===== src/rtl/vcs_pkg.sv =====
package vcs_pkg;

    localparam int unsigned LANES  = 4;
    localparam int unsigned COMP_W = 32;
    localparam int unsigned VEC_W  = LANES * COMP_W;

    localparam logic [COMP_W-1:0] FP_ONE     = 32'h3F80_0000;
    localparam logic [COMP_W-1:0] FP_ZERO    = 32'h0000_0000;
    localparam logic [COMP_W-1:0] FP_NEG_ONE = 32'hBF80_0000;

    typedef enum logic [2:0] {
        OP_SEL  = 3'd0,
        OP_MAX  = 3'd1,
        OP_MIN  = 3'd2,
        OP_SGE  = 3'd3,
        OP_SLT  = 3'd4,
        OP_SGN  = 3'd5,
        OP_RSV6 = 3'd6,
        OP_RSV7 = 3'd7
    } vcs_op_e;

    typedef struct packed {
        logic lt;
        logic eq;
    } cmp_flags_t;

    // Maps a float bit pattern to a signed integer with the same order;
    // both zeros map to 0.
    function automatic logic signed [COMP_W:0] order_key(logic [COMP_W-1:0] v);
        logic signed [COMP_W:0] m;
        m = signed'({2'b00, v[COMP_W-2:0]});
        return v[COMP_W-1] ? -m : m;
    endfunction

endpackage


===== src/rtl/vcs_lane_cmp.sv =====
module vcs_lane_cmp
    import vcs_pkg::*;
(
    input  logic [COMP_W-1:0] a,
    input  logic [COMP_W-1:0] b,
    output cmp_flags_t        flags
);
    logic signed [COMP_W:0] ka;
    logic signed [COMP_W:0] kb;

    always_comb begin
        ka       = order_key(a);
        kb       = order_key(b);
        flags.lt = (ka < kb);
        flags.eq = (ka == kb);
    end
endmodule


===== src/rtl/vcs_lane.sv =====
module vcs_lane
    import vcs_pkg::*;
(
    input  vcs_op_e           op,
    input  logic [COMP_W-1:0] s0,
    input  logic [COMP_W-1:0] s1,
    input  logic [COMP_W-1:0] s2,
    output logic [COMP_W-1:0] dst
);
    cmp_flags_t f01;
    cmp_flags_t f0z;

    vcs_lane_cmp u_cmp_pair (.a(s0), .b(s1),      .flags(f01));
    vcs_lane_cmp u_cmp_zero (.a(s0), .b(FP_ZERO), .flags(f0z));

    always_comb begin
        unique case (op)
            OP_SEL:  dst = f0z.lt ? s2 : s1;
            OP_MAX:  dst = (!f01.lt && !f01.eq) ? s0 : s1;
            OP_MIN:  dst = f01.lt ? s0 : s1;
            OP_SGE:  dst = f01.lt ? FP_ZERO : FP_ONE;
            OP_SLT:  dst = f01.lt ? FP_ONE : FP_ZERO;
            OP_SGN:  dst = f0z.lt ? FP_NEG_ONE : (f0z.eq ? FP_ZERO : FP_ONE);
            default: dst = FP_ZERO;
        endcase
    end
endmodule


===== src/rtl/vcs_unit.sv =====
module vcs_unit
    import vcs_pkg::*;
(
    input  logic             clk,
    input  logic             rst,
    input  logic             in_valid,
    input  logic [2:0]       opcode,
    input  logic [VEC_W-1:0] src0,
    input  logic [VEC_W-1:0] src1,
    input  logic [VEC_W-1:0] src2,
    output logic             out_valid,
    output logic [VEC_W-1:0] result
);
    vcs_op_e          op;
    logic [VEC_W-1:0] lane_out;

    assign op = vcs_op_e'(opcode);

    for (genvar k = 0; k < LANES; k++) begin : g_lane
        vcs_lane u_lane (
            .op (op),
            .s0 (src0[k*COMP_W +: COMP_W]),
            .s1 (src1[k*COMP_W +: COMP_W]),
            .s2 (src2[k*COMP_W +: COMP_W]),
            .dst(lane_out[k*COMP_W +: COMP_W])
        );
    end

    always_ff @(posedge clk) begin
        if (rst) begin
            out_valid <= 1'b0;
            result    <= '0;
        end else begin
            out_valid <= in_valid;
            if (in_valid) result <= lane_out;
        end
    end

    // valid follows input one cycle later
    a_r2_valid_rise: assert property (@(posedge clk) disable iff (rst)
        in_valid |=> out_valid);
    a_r2_valid_fall: assert property (@(posedge clk) disable iff (rst)
        !in_valid |=> !out_valid);
    // idle cycles keep the result
    a_r11_hold: assert property (@(posedge clk) disable iff (rst)
        !in_valid |=> $stable(result));

    for (genvar k = 0; k < LANES; k++) begin : g_chk
        // select lane carries src1 or src2
        a_r3_sel_src: assert property (@(posedge clk) disable iff (rst)
            (in_valid && opcode == 3'd0) |=>
            (result[k*COMP_W +: COMP_W] == $past(src1[k*COMP_W +: COMP_W]) ||
             result[k*COMP_W +: COMP_W] == $past(src2[k*COMP_W +: COMP_W])));
        // max and min lanes carry one of the two compared sources
        a_r4_r5_pick_src: assert property (@(posedge clk) disable iff (rst)
            (in_valid && (opcode == 3'd1 || opcode == 3'd2)) |=>
            (result[k*COMP_W +: COMP_W] == $past(src0[k*COMP_W +: COMP_W]) ||
             result[k*COMP_W +: COMP_W] == $past(src1[k*COMP_W +: COMP_W])));
        // set opcodes give only 1.0 or 0.0
        a_r6_r7_set_const: assert property (@(posedge clk) disable iff (rst)
            (in_valid && (opcode == 3'd3 || opcode == 3'd4)) |=>
            (result[k*COMP_W +: COMP_W] == FP_ONE ||
             result[k*COMP_W +: COMP_W] == FP_ZERO));
        // sign opcode gives only the three constants
        a_r8_sgn_const: assert property (@(posedge clk) disable iff (rst)
            (in_valid && opcode == 3'd5) |=>
            (result[k*COMP_W +: COMP_W] == FP_ONE ||
             result[k*COMP_W +: COMP_W] == FP_ZERO ||
             result[k*COMP_W +: COMP_W] == FP_NEG_ONE));
        // reserved opcodes clear the lane
        a_r10_rsv_zero: assert property (@(posedge clk) disable iff (rst)
            (in_valid && opcode[2:1] == 2'b11) |=>
            (result[k*COMP_W +: COMP_W] == FP_ZERO));
    end
endmodule


===== config.mk =====
export PLATFORM = sky130hd
export DESIGN_NAME = vcs_unit
export DESIGN_NICKNAME = d
export VERILOG_FILES = /design/src/rtl/vcs_pkg.sv /design/src/rtl/vcs_lane_cmp.sv /design/src/rtl/vcs_lane.sv /design/src/rtl/vcs_unit.sv
export SDC_FILE = /design/constraint.sdc
export NUM_CORES = 1
export LEC_CHECK = 0
export ABC_CLOCK_PERIOD_IN_PS = 11570
export BUFFER_PORTS_ARGS = -buffer_cell sky130_fd_sc_hd__buf_2
export CORE_MARGIN = 4
export CORE_UTILIZATION = 29
export DETAILED_ROUTE_END_ITERATION = 7
export PLACE_DENSITY_LB_ADDON = 0.3
export SYNTH_ARGS = -nofsm -noshare
export SYNTH_HDL_FRONTEND = slang
export SYNTH_HIERARCHICAL = 1
export SYNTH_SLANG_ARGS = --single-unit

===== constraint.sdc =====
create_clock -name clk -period 11.57 [get_ports clk]
set_input_delay 1.157 -clock clk [delete_from_list [all_inputs] [get_ports clk]]
set_output_delay 1.157 -clock clk [all_outputs]
set_load 0.01 [all_outputs]

==> qor.log <==
INFO  global_routing grt_pass1_wl=160000um
INFO  place          dp.final_hpwl=82900um
INFO  yosys          ys_async_sr_fraction=0
INFO  final_layout   nNetsFinal=4858
INFO  final_layout   seq_area=0.00258mm^2
INFO  timing         period_share=0.535
INFO  final_layout   areaGrowthSynthToFinish=20.5%
INFO  timing         tns=0ns
INFO  setup_path     worst_setup_path_type=in -> reg
INFO  pwr            leakage=15.4nW
INFO  place          quantity_of_i_o_buffers_inserted_on_ports=518
INFO  status         outcome=complete, no violations
INFO  global_routing first_global_vias=26400
INFO  timing         slew_viol_final=0
INFO  setup_path     worst_setup_sp=src1[4]
INFO  final_layout   layout.cells.most_common_list=buf_2 (516), mux2i_1 (488), conb_1 (452)
INFO  clock_tree     clockBufferDepth=2
INFO  die            die-height=318um
INFO  timing         relSlewSlack=0.178
INFO  global_routing antenna_violations_before_repair=12
INFO  timing         fin_skew=0ns
INFO  timing         setup-violations-final=0
INFO  drt            drt_pass1_iterations=7
INFO  clock_tree     numCtsBuffers=17
INFO  yosys          synth-edff-count=0
INFO  timing         maximum_frequency_from_static_timing_analysis=161MHz
INFO  setup_path     regToRegEndpoint=result[93]$_SDFFE_PP0P_
INFO  timing         hold_ws=0.492ns
INFO  clock_tree     cts-resized-gates=0
INFO  yosys          synth-seq-cells=129
INFO  final_layout   post_route_core_utilization=0.352
INFO  setup_path     crit_end=result[7]$_SDFFE_PP0P_
INFO  clock_tree     cts_max_level=4
INFO  die            die_area=0.101mm^2
INFO  yosys          yosys_warnings=6
INFO  clock_tree     cts_hold_buf=0
INFO  die            die_x=318um
INFO  place          placed_cell_count=5434
INFO  timing         timing_worst_slew_pin_value=1.23ns
INFO  global_routing track_usage=0.199
INFO  drt            routed_wl=105000um
INFO  worst_hold_path worstHoldPathType=reg -> reg
INFO  drt            drt_drc_violations_left=0
INFO  die            fp.coreArea=0.0950mm^2
INFO  die            io_pins=519
INFO  setup_path     arrival=6.54ns
INFO  pwr            vdd_ir_drop_max=0.117mV
INFO  yosys          postSynthAreaPerCell=8.31um^2
INFO  final_layout   post_route_cells_drive_above_1_share=0.172
INFO  final_layout   fillCellCount=10200
INFO  clock_tree     cts.clk_slew.worst_paths=0.07ns
INFO  timing         final_hold_viol_count=0
INFO  setup_path     worst_setup_path_start_kind=primary input
INFO  setup_path     r2r_start=result[93]$_SDFFE_PP0P_
INFO  setup_path     maximum_fanout_along_the_worst_path=35
INFO  setup_path     reg2reg_setup_slack=10.65ns
INFO  final_layout   finish.instance_area=0.0335mm^2
INFO  die            placementRows=113
INFO  final_layout   multi_input_comb_area=0.0258mm^2
INFO  final_layout   layout.cells.non_filler=5470
INFO  global_routing largest_net_degree_at_the_start_of_global_routing=69
INFO  pwr            pwr_density_cell=74.7mW/mm^2
INFO  clock_tree     cts_tree=done
INFO  flow_run       max_cap_violations=0
INFO  global_routing global_route_total_overflow=0
INFO  place          detailed_place.area=0.0329mm^2
INFO  drt            via_per_inst=5.19
INFO  place          gp_congestion=0.941
INFO  yosys          yosysUniqueCellTypes=65
INFO  yosys          synthCells=3342
INFO  drt            dr_total_vias=28400
INFO  setup_path     crit_path_end_kind=register
INFO  final_layout   layout_commonest_cell=buf_2
INFO  setup_path     critical_path_required=11.92ns
INFO  clock_tree     clock_insertion_delay_at_the_later_pin_of_the_skew_report=0.50ns
INFO  yosys          summed_instance_area_of_the_synthesized_netlist=0.0278mm^2
INFO  drt            ant_nets=0
INFO  clock_tree     clock_tree.root_cell=clkbuf_16
INFO  clock_tree     numClockSinks=129
INFO  drt            initialDrtViolationCount=1931
INFO  clock_tree     number_of_setup_buffers_added_after_cts=0
INFO  timing         period_needed=6.19ns
INFO  timing         grt_setup_unrepaired=false
INFO  drt            wire_per_inst=19.2um
INFO  setup_path     worst-r2r-cell-count=2
INFO  yosys          yosysSeqAreaShare=0.0929
INFO  yosys          ys_dominant_reg_cell=dfxtp_1
INFO  die            initial_core_util=0.292
[synth_stat cells (22+ instances only)]
| library cell | number | area share |
|---|---|---|
| o22a_1 | 96 | 0.030 |
| ha_1 | 280 | 0.13 |
| nand4_1 | 48 | 0.011 |
| o21ai_1 | 22 | 0.0040 |
| nand3_1 | 50 | 0.0090 |
| o31ai_1 | 165 | 0.045 |
| clkbuf_1 | 57 | 0.0077 |
| a211o_1 | 36 | 0.011 |
| or4_4 | 24 | 0.0097 |
| or3_1 | 59 | 0.013 |
| nor4_1 | 47 | 0.011 |
| o22ai_1 | 36 | 0.0081 |
| o21ai_0 | 255 | 0.046 |
| o41ai_1 | 55 | 0.017 |
| nand2_1 | 220 | 0.030 |
| mux2_2 | 28 | 0.011 |
| mux2i_1 | 489 | 0.18 |
| xnor2_1 | 236 | 0.074 |
| or4_1 | 42 | 0.011 |
| a21oi_1 | 102 | 0.018 |
| buf_2 | 42 | 0.0076 |
| nor2_1 | 195 | 0.026 |
| dfxtp_1 | 129 | 0.093 |
| inv_1 | 41 | 0.0055 |
| xor2_1 | 228 | 0.072 |
[report_power, final]
group          total, mW  switching [mW]  internal (mW)  leakage (nW)
clock network      0.592           0.303          0.288         0.289
registers          0.489          0.0200          0.470          1.05
logic               1.42           0.818          0.604          14.1
[registers in the layout (all words and copies together), names as in the netlist]
register / count
result: 128
out_valid: 1
[through the flow]
| stage | total power, mW | setup slack (ns) |
|---|---|---|
| floorplan | 1.48 | 5.95 |
| global placement | 1.88 | 4.92 |
| detailed placement | 1.90 | 4.90 |
| CTS | 2.52 | 5.44 |
| global route | 2.70 | 5.04 |
| finish | 2.50 | 5.38 |
[area by class of cell]
type                       instances  area share
antenna                            4    0.000299
clock buffer                      17      0.0127
clock inverter                    15     0.00489
inverter                          41     0.00460
multi-input combinational       3455       0.769
sequential                       129      0.0771
tap                             1265      0.0473
timing repair buffer             544      0.0837
[cell families (layout without fill, tap and decap cells)]
group,count (synthesis),after routing,synth area share
XOR/XNOR,464,464,0.146
other,4,456,0.000540
AND/OR/NAND/NOR,865,865,0.178
buffers and inverters,206,617,0.0441
adder cells (fa/ha/maj),280,280,0.126
multiplexers,521,521,0.189
flip-flops,129,129,0.0929
AO/OA/AOI/OAI,873,873,0.223
[layer usage]
| layer | share of wire | GRT usage | vias to the layer above |
|---|---|---|---|
| met2 | 0.46 | 0.328 | 855 |
| met3 | 0.063 | 0.0419 | 102 |
| met5 | 0.00038 | 0 | - |
| li1 | - | - | 14100 |
| met1 | 0.46 | 0.265 | 13400 |
| met4 | 0.021 | 0.0493 | 6 |
[how the worst min path moves through the flow]
stage / start / slack, ns / cells after the start / end
after floorplan: result[0]$_SDFFE_PP0P_ / 0.53 / 2 / result[0]$_SDFFE_PP0P_
after global placement: result[50]$_SDFFE_PP0P_ / 0.47 / 2 / result[50]$_SDFFE_PP0P_
after detailed placement: result[33]$_SDFFE_PP0P_ / 0.48 / 2 / result[33]$_SDFFE_PP0P_
after CTS: result[33]$_SDFFE_PP0P_ / 0.49 / 2 / result[33]$_SDFFE_PP0P_
after global routing: result[114]$_SDFFE_PP0P_ / 0.52 / 2 / result[114]$_SDFFE_PP0P_
final: result[33]$_SDFFE_PP0P_ / 0.49 / 2 / result[33]$_SDFFE_PP0P_
[worst max-delay path: stages]
cell	delay (ns)
buf_2	0.15
or4_4	0.56
nor3b_1	0.45
nand4_1	0.34
o31ai_1	0.34
xor2_1	0.14
ha_1	0.31
nand4_1	0.15
nor4_1	0.37
and3b_1	0.34
a211o_1	0.21
o22ai_4	0.07
buf_4	0.32
nor2_4	0.16
buf_4	0.47
mux2i_1	0.40
o21ai_0	0.26
mux2i_1	0.23
nor2_1	0.05
(Power assumes the default switching activity.)
